### config.mk
export PLATFORM = sky130hd
export DESIGN_NAME = aclk_divpair
export DESIGN_NICKNAME = d
export VERILOG_FILES = /design/src/rtl/aclk_pkg.sv /design/src/rtl/aclk_regs.sv /design/src/rtl/aclk_div_ctr.sv /design/src/rtl/aclk_gmux.sv /design/src/rtl/aclk_divpair.sv
export SDC_FILE = /design/constraint.sdc
export NUM_CORES = 1
export LEC_CHECK = 0
export BUFFER_PORTS_ARGS = -buffer_cell sky130_fd_sc_hd__buf_2
export CORE_MARGIN = 2
export CORE_UTILIZATION = 45
export DETAILED_ROUTE_END_ITERATION = 8
export PLACE_DENSITY = 0.83
export SYNTH_ARGS = -nofsm -noshare
export SYNTH_HDL_FRONTEND = slang
export SYNTH_SLANG_ARGS = --single-unit
### constraint.sdc
create_clock -name clk_i -period 2.2 [get_ports clk_i]
set_clock_uncertainty 0.05 [all_clocks]
set_input_delay 0.44 -clock clk_i [delete_from_list [all_inputs] [get_ports clk_i]]
set_output_delay 0.44 -clock clk_i [all_outputs]
set_load 0.02 [all_outputs]
### src/rtl/aclk_pkg.sv
package aclk_pkg;
   localparam int unsigned CTRL_W = 32;
   typedef logic [CTRL_W-1:0] ctrl_word_t;

   // bit mask covering w bits starting at lsb
   function automatic ctrl_word_t field_mask(input int unsigned lsb, input int unsigned w);
      ctrl_word_t m;
      m = '0;
      for (int unsigned i = 0; i < CTRL_W; i++) begin
         if (i >= lsb && i < lsb + w) m[i] = 1'b1;
      end
      return m;
   endfunction
endpackage

### src/rtl/aclk_regs.sv
module aclk_regs
   import aclk_pkg::*;
#(
   parameter int unsigned        ADDR_W   = 8,
   parameter logic [ADDR_W-1:0]  CTRL_OFS = 8'h04,
   parameter int unsigned        BDIV_W   = 8,
   parameter int unsigned        BDIV_LSB = 8,
   parameter int unsigned        MDIV_W   = 3,
   parameter int unsigned        MDIV_LSB = 0
) (
   input  logic              clk_i,
   input  logic              rst_ni,
   input  logic              wr_i,
   input  logic [ADDR_W-1:0] addr_i,
   input  ctrl_word_t        wdata_i,
   output ctrl_word_t        rdata_o,
   output logic [BDIV_W-1:0] bdiv_o,
   output logic [MDIV_W-1:0] mdiv_o
);
   localparam ctrl_word_t KEEP = field_mask(BDIV_LSB, BDIV_W) | field_mask(MDIV_LSB, MDIV_W);

   ctrl_word_t ctrl_q;
   logic       hit;

   assign hit = (addr_i == CTRL_OFS);

   always_ff @(posedge clk_i or negedge rst_ni) begin
      if (!rst_ni)        ctrl_q <= '0;
      else if (wr_i && hit) ctrl_q <= wdata_i & KEEP;
   end

   assign rdata_o = hit ? ctrl_q : '0;
   assign bdiv_o  = ctrl_q[BDIV_LSB +: BDIV_W];
   assign mdiv_o  = ctrl_q[MDIV_LSB +: MDIV_W];
endmodule

### src/rtl/aclk_div_ctr.sv
// Toggle divider. PLUS_ONE=1: half period = field+1 cycles.
// PLUS_ONE=0: half period = field cycles, field 0 means idle (bypass requested).
module aclk_div_ctr #(
   parameter int unsigned W        = 8,
   parameter bit          PLUS_ONE = 1'b1
) (
   input  logic         clk_i,
   input  logic         rst_ni,
   input  logic         run_i,
   input  logic [W-1:0] field_i,
   output logic         clk_o,
   output logic         idle_o
);
   logic [W-1:0] cnt_q;
   logic [W-1:0] cur_q;
   logic [W-1:0] last;
   logic         out_q;
   logic         term;
   logic         park;

   generate
      if (PLUS_ONE) begin : g_plus_one
         assign last   = cur_q;
         assign idle_o = 1'b0;
         assign park   = 1'b0;
      end else begin : g_even
         assign last   = cur_q - W'(1);
         assign idle_o = (cur_q == '0);
         assign park   = (field_i == '0);
      end
   endgenerate

   assign term = (cnt_q == last);

   always_ff @(posedge clk_i or negedge rst_ni) begin
      if (!rst_ni) begin
         cnt_q <= '0;
         cur_q <= '0;
         out_q <= 1'b0;
      end else if (!run_i || idle_o) begin
         cnt_q <= '0;
         cur_q <= field_i;
         out_q <= 1'b0;
      end else if (term) begin
         cnt_q <= '0;
         cur_q <= field_i;
         out_q <= park ? 1'b0 : ~out_q;
      end else begin
         cnt_q <= cnt_q + W'(1);
      end
   end

   assign clk_o = out_q;
endmodule

### src/rtl/aclk_gmux.sv
// Glitch-free two-source selector; selection flops move on the falling edge
module aclk_gmux (
   input  logic clk_i,
   input  logic rst_ni,
   input  logic run_i,
   input  logic byp_req_i,
   input  logic div_clk_i,
   output logic mclk_o
);
   logic byp_q;
   logic div_q;

   always_ff @(negedge clk_i or negedge rst_ni) begin
      if (!rst_ni) begin
         byp_q <= 1'b0;
         div_q <= 1'b0;
      end else begin
         byp_q <= run_i & byp_req_i & ~div_q;
         if (!div_clk_i) div_q <= run_i & ~byp_req_i & ~byp_q;
      end
   end

   assign mclk_o = (clk_i & byp_q) | (div_clk_i & div_q);
endmodule

### src/rtl/aclk_divpair.sv
module aclk_divpair
   import aclk_pkg::*;
#(
   parameter int unsigned        ADDR_W   = 8,
   parameter logic [ADDR_W-1:0]  CTRL_OFS = 8'h04,
   parameter int unsigned        BDIV_W   = 8,
   parameter int unsigned        BDIV_LSB = 8,
   parameter int unsigned        MDIV_W   = 3,
   parameter int unsigned        MDIV_LSB = 0
) (
   input  logic              clk_i,
   input  logic              rst_ni,
   input  logic              en_i,
   input  logic              wr_i,
   input  logic [ADDR_W-1:0] addr_i,
   input  logic [31:0]       wdata_i,
   output logic [31:0]       rdata_o,
   output logic              bclk_o,
   output logic              mclk_o
);
   localparam ctrl_word_t CTRL_MASK = field_mask(BDIV_LSB, BDIV_W) | field_mask(MDIV_LSB, MDIV_W);

   generate
      if (BDIV_LSB + BDIV_W > CTRL_W || MDIV_LSB + MDIV_W > CTRL_W) begin : g_bad_fit
         $error("divider field exceeds control word");
      end
      if ((field_mask(BDIV_LSB, BDIV_W) & field_mask(MDIV_LSB, MDIV_W)) != '0) begin : g_bad_overlap
         $error("divider fields overlap");
      end
      if (BDIV_W == 0 || MDIV_W == 0) begin : g_bad_width
         $error("divider field width must be nonzero");
      end
   endgenerate

   logic [BDIV_W-1:0] bdiv;
   logic [MDIV_W-1:0] mdiv;
   logic              mdiv_clk;
   logic              m_idle;
   logic              b_idle_unused;
   logic              run_q;

   aclk_regs #(
      .ADDR_W(ADDR_W), .CTRL_OFS(CTRL_OFS),
      .BDIV_W(BDIV_W), .BDIV_LSB(BDIV_LSB),
      .MDIV_W(MDIV_W), .MDIV_LSB(MDIV_LSB)
   ) u_regs (
      .clk_i(clk_i), .rst_ni(rst_ni), .wr_i(wr_i), .addr_i(addr_i),
      .wdata_i(wdata_i), .rdata_o(rdata_o), .bdiv_o(bdiv), .mdiv_o(mdiv)
   );

   aclk_div_ctr #(.W(BDIV_W), .PLUS_ONE(1'b1)) u_bdiv (
      .clk_i(clk_i), .rst_ni(rst_ni), .run_i(en_i), .field_i(bdiv),
      .clk_o(bclk_o), .idle_o(b_idle_unused)
   );

   aclk_div_ctr #(.W(MDIV_W), .PLUS_ONE(1'b0)) u_mdiv (
      .clk_i(clk_i), .rst_ni(rst_ni), .run_i(en_i), .field_i(mdiv),
      .clk_o(mdiv_clk), .idle_o(m_idle)
   );

   always_ff @(posedge clk_i or negedge rst_ni) begin
      if (!rst_ni) run_q <= 1'b0;
      else         run_q <= en_i;
   end

   aclk_gmux u_mux (
      .clk_i(clk_i), .rst_ni(rst_ni), .run_i(run_q),
      .byp_req_i(m_idle), .div_clk_i(mdiv_clk), .mclk_o(mclk_o)
   );
endmodule

[After elaboration in Yosys (flattened, before gate mapping)]
Cells that the tools add are included.
Cells by class
  bitwise operators: 12
  mux-type cells: 14
  $add $sub $neg: 3
  reductions and logical operators: 6
  equality and inequality tests: 4
Operator list (number)
  $mux 8: 4
  $mux 16: 1
  $mux 3: 4
  $add 8x1->8 const B: 1
  $eq 8x3->1 const B: 1
  $eq 8x8->1: 1
  $and 1x1->1: 6
  $logic_not 3->1: 2
  $mux 1: 5
  $not 1->1: 5
  $add 3x1->3 const B: 1
  $eq 3x3->1: 1
  $sub 3x1->3 const B: 1
  $ne 2x1->1 const B: 1
  $reduce_bool 2->1: 1
  $logic_and 1x1->1: 1
  $logic_not 1->1: 1
  $logic_or 1x1->1: 1
  $or 1x1->1: 1
Word-level totals
  output and inout port bits: 34
  bits of input ports: 44
  logic and storage cells: 49
  register bits after elaboration: 38

[Depth between registers and ports, before layout]
  depth after elaboration: 4
  depth in mapped cells: 6
  mapped depth without buffers: 6

[Hierarchy]
A second synthesis with hierarchy kept.
Second synthesis, totals
  cells, all modules: 183
  area, all modules: 2158.3 um^2
Modules (own cells, without submodules)
  aclk_div_ctr (u_bdiv): area each 817.0 um^2, cells each 65, instances 1, sequential area each 425.4 um^2
  aclk_regs: area each 733.2 um^2, cells each 62, instances 1, sequential area each 275.3 um^2
  aclk_div_ctr (u_mdiv): area each 494.2 um^2, cells each 46, instances 1, sequential area each 175.2 um^2
  aclk_gmux: area each 88.8 um^2, cells each 9, instances 1, sequential area each 50.0 um^2
  aclk_divpair: area each 25.0 um^2, cells each 1, instances 1, sequential area each 25.0 um^2

==> results.py <==
metrics = {
    "run_status": {
        "status": "complete, but fails checks",
        "violations": "negative setup slack",
    },
    "sta": {
        "fin_setup_tns_ps": -516,
        "hold_viol": 0,
        "setup_ws_ps": -516,
        "setup_violations": 1,
        "drv_slew": 0,
        "hold_ws_ps": 104,
        "rsz0062_at_grt": "yes",
    },
    "synthesis": {
        "netlist_top_cells_count": "dfrtp_1 (36), buf_4 (21), nor2_1 (13), and2_1 (12), mux2_4 (12)",
        "yosysSeqAreaShare_pct": 47.9,
        "synth.cell_area_sq_um": 1980,
        "async_reset_ff_share_pct": 100,
        "synth_top_area_cell": "dfrtp_1",
        "synth_area_per_cell_sq_um": 12.2,
        "ys_ff_latch": 38,
        "yosysWarningCount": 0,
        "synth-edff-count": 0,
        "synth_most_common_cell": "dfrtp_1",
        "synthTopCellsByArea": "dfrtp_1 (45%), mux2_4 (9.1%), buf_4 (7.9%), mux2_2 (5.7%), xnor2_1 (4.9%)",
        "synth_flop_cell": "dfrtp_1",
        "synth.distinct_cells": 34,
        "syn-instance-count": 162,
        "synth_top_area_share_pct": 45.4,
    },
    "final_layout": {
        "area_growth_pct": 17.2,
        "drive_above_1_share_pct": 39.9,
        "fin_util_pct": 54.1,
        "stdcell_area_sq_um": 2320,
        "diodes": 0,
        "nets": 261,
    },
    "critical_path": {
        "endpoint_kind": "output port",
        "path_buf_inv": 1,
        "critPathKind": "reg2out",
        "r2r_start": "u_mdiv.cur_q[0]",
        "cp_cell_sequence": "a22o_4 -> buf_6",
        "arrival_ps": 2230,
        "cpPeakStageDelay_ps": 350,
        "cp.required_ps": 1710,
        "critical_path.max_fanout": 2,
        "slowest_stage": "dfrtn_1",
        "cp-startpoint": "u_mux.byp_q",
        "crit_family": "flip-flops",
        "cp-start-kind": "register",
    },
    "floorplan": {
        "initial_utilization_pct": 46.2,
        "fp.dieW_microns": 70.4,
        "ios": 78,
        "design.core.area_sq_um": 4290,
        "num_rows": 24,
        "die_area_sq_um": 4960,
        "fp.dieH_microns": 70.4,
    },
    "placed_design": {
        "placed_area_sq_um": 2170,
        "dp_hpwl_microns": 2430,
        "place.gp.congestion": 0.708,
        "io_buffers": 35,
    },
    "detailed_routing": {
        "drt_iter0_markers": 17,
        "drcViolationCount": 0,
        "antenna_left": 0,
        "vias": 1237,
        "viasPerCell": 4.67,
        "wl_per_cell_microns": 12.3,
        "wl_microns": 3270,
        "first_pass_iters": 4,
    },
    "cts": {
        "clk_pin_slew_ps": 70,
        "holdBufCountCts": 0,
        "cts_tree": "yes",
        "clk_latency_ps": 390,
    },
    "grt": {
        "antenna_found_initial": 0,
        "gr-total-overflow": 0,
        "grt_pass1_vias": 1228,
        "grt_max_degree": 37,
        "grt_first_pass_wirelength_microns": 5640,
        "track_usage_pct": 15.2,
    },
    "power_and_ir_drop": {
        "power_mw": 1.82,
        "p_leak_nw": 1.23,
        "ir_worst_vdd_mv": 0.408,
        "power.density_nw_per_um2": 782,
    },
    "flow_run": {
        "maxCapViolations": 0,
    },
    "worst_hold_path": {
        "hold_class": "in2async",
    },
}
-- final cells by class --
cell class,count,area (sq um)
inverter,4,15.0
tap,52,65.1
timing repair buffer,44,245
multi-input combinational,116,916
clock buffer,10,125
clock inverter,1,7.51
sequential,38,951
fill,390,1970
-- layout by cell type (no fill, tap or decap), types with 2 or more instances in the layout --
master	instances
and3_1	2
mux2_2	10
buf_2	34
dfrtp_1	36
clkbuf_8	8
dfrtn_1	2
xnor2_1	11
nand3_1	2
mux2_4	12
inv_1	2
inv_2	2
xor2_1	6
nand3_2	2
nand2_1	4
and2_1	12
or3_1	2
nand4_2	2
ha_1	4
nor2_1	13
buf_4	10
conb_1	21
-- power by group --
part	switching, mW	internal, mW	total, mW
clock network	0.280	0.369	0.649
logic	0.196	0.173	0.369
registers	0.0481	0.752	0.801
total	0.525	1.29	1.82
-- path summary, 6_finish.rpt --
| kind | end | slack [ps] | depth (start not counted) |
|---|---|---|---|
| worst max-delay path | mclk_o | -520 | 2 |
| worst min-delay path | u_bdiv.cur_q[7] | 100 | 2 |
| worst max register to register | u_mux.div_q | 30 | 4 |
| worst min register to register | u_mdiv.cnt_q[0] | 440 | 1 |
| max in group asynchronous | u_mux.div_q | 1180 | 1 |
| min in group clk_i | run_q | 200 | 1 |
-- through the flow --
stage | std cells | setup slack, ps
floorplan | 182 | -11.3
global placement | 252 | -101
detailed placement | 252 | -110
CTS | 263 | -529
global route | 265 | -547
finish | 265 | -516
-- cells by family after synthesis --
logic type      Yosys count  synth area share (%)
compound gates            6                  2.65
xor+xnor                 18                  8.64
other cells               1                 0.189
mux                      22                  14.8
buf+inv                  28                  10.2
flops                    38                  47.9
fa+ha+maj                 4                  2.52
simple gates             45                  13.1
-- state kept, by name, summed over array words and instances (netlist names) --
| signal | cells |
|---|---|
| run_q | 1 |
| u_bdiv.clk_o | 1 |
| u_bdiv.cnt_q | 8 |
| u_bdiv.cur_q | 8 |
| u_mdiv.clk_o | 1 |
| u_mdiv.cnt_q | 3 |
| u_mdiv.cur_q | 3 |
| u_mux.byp_q | 1 |
| u_mux.div_q | 1 |
| u_regs.ctrl_q | 11 |
-- layer usage --
layer	part of all wire, %	track usage, %
met1	43	18.6
met2	48	21.9
met3	5.2	5.48
met4	3.8	11.3
met5	0	0
-- timing repair --
action / 4_1_cts / 5_1_grt
setup endpoints to repair: 1 / 7
gates resized for setup: 2 / 3
setup buffers: 1 / 2
Note: power is estimated with default switching activity, not from simulation.
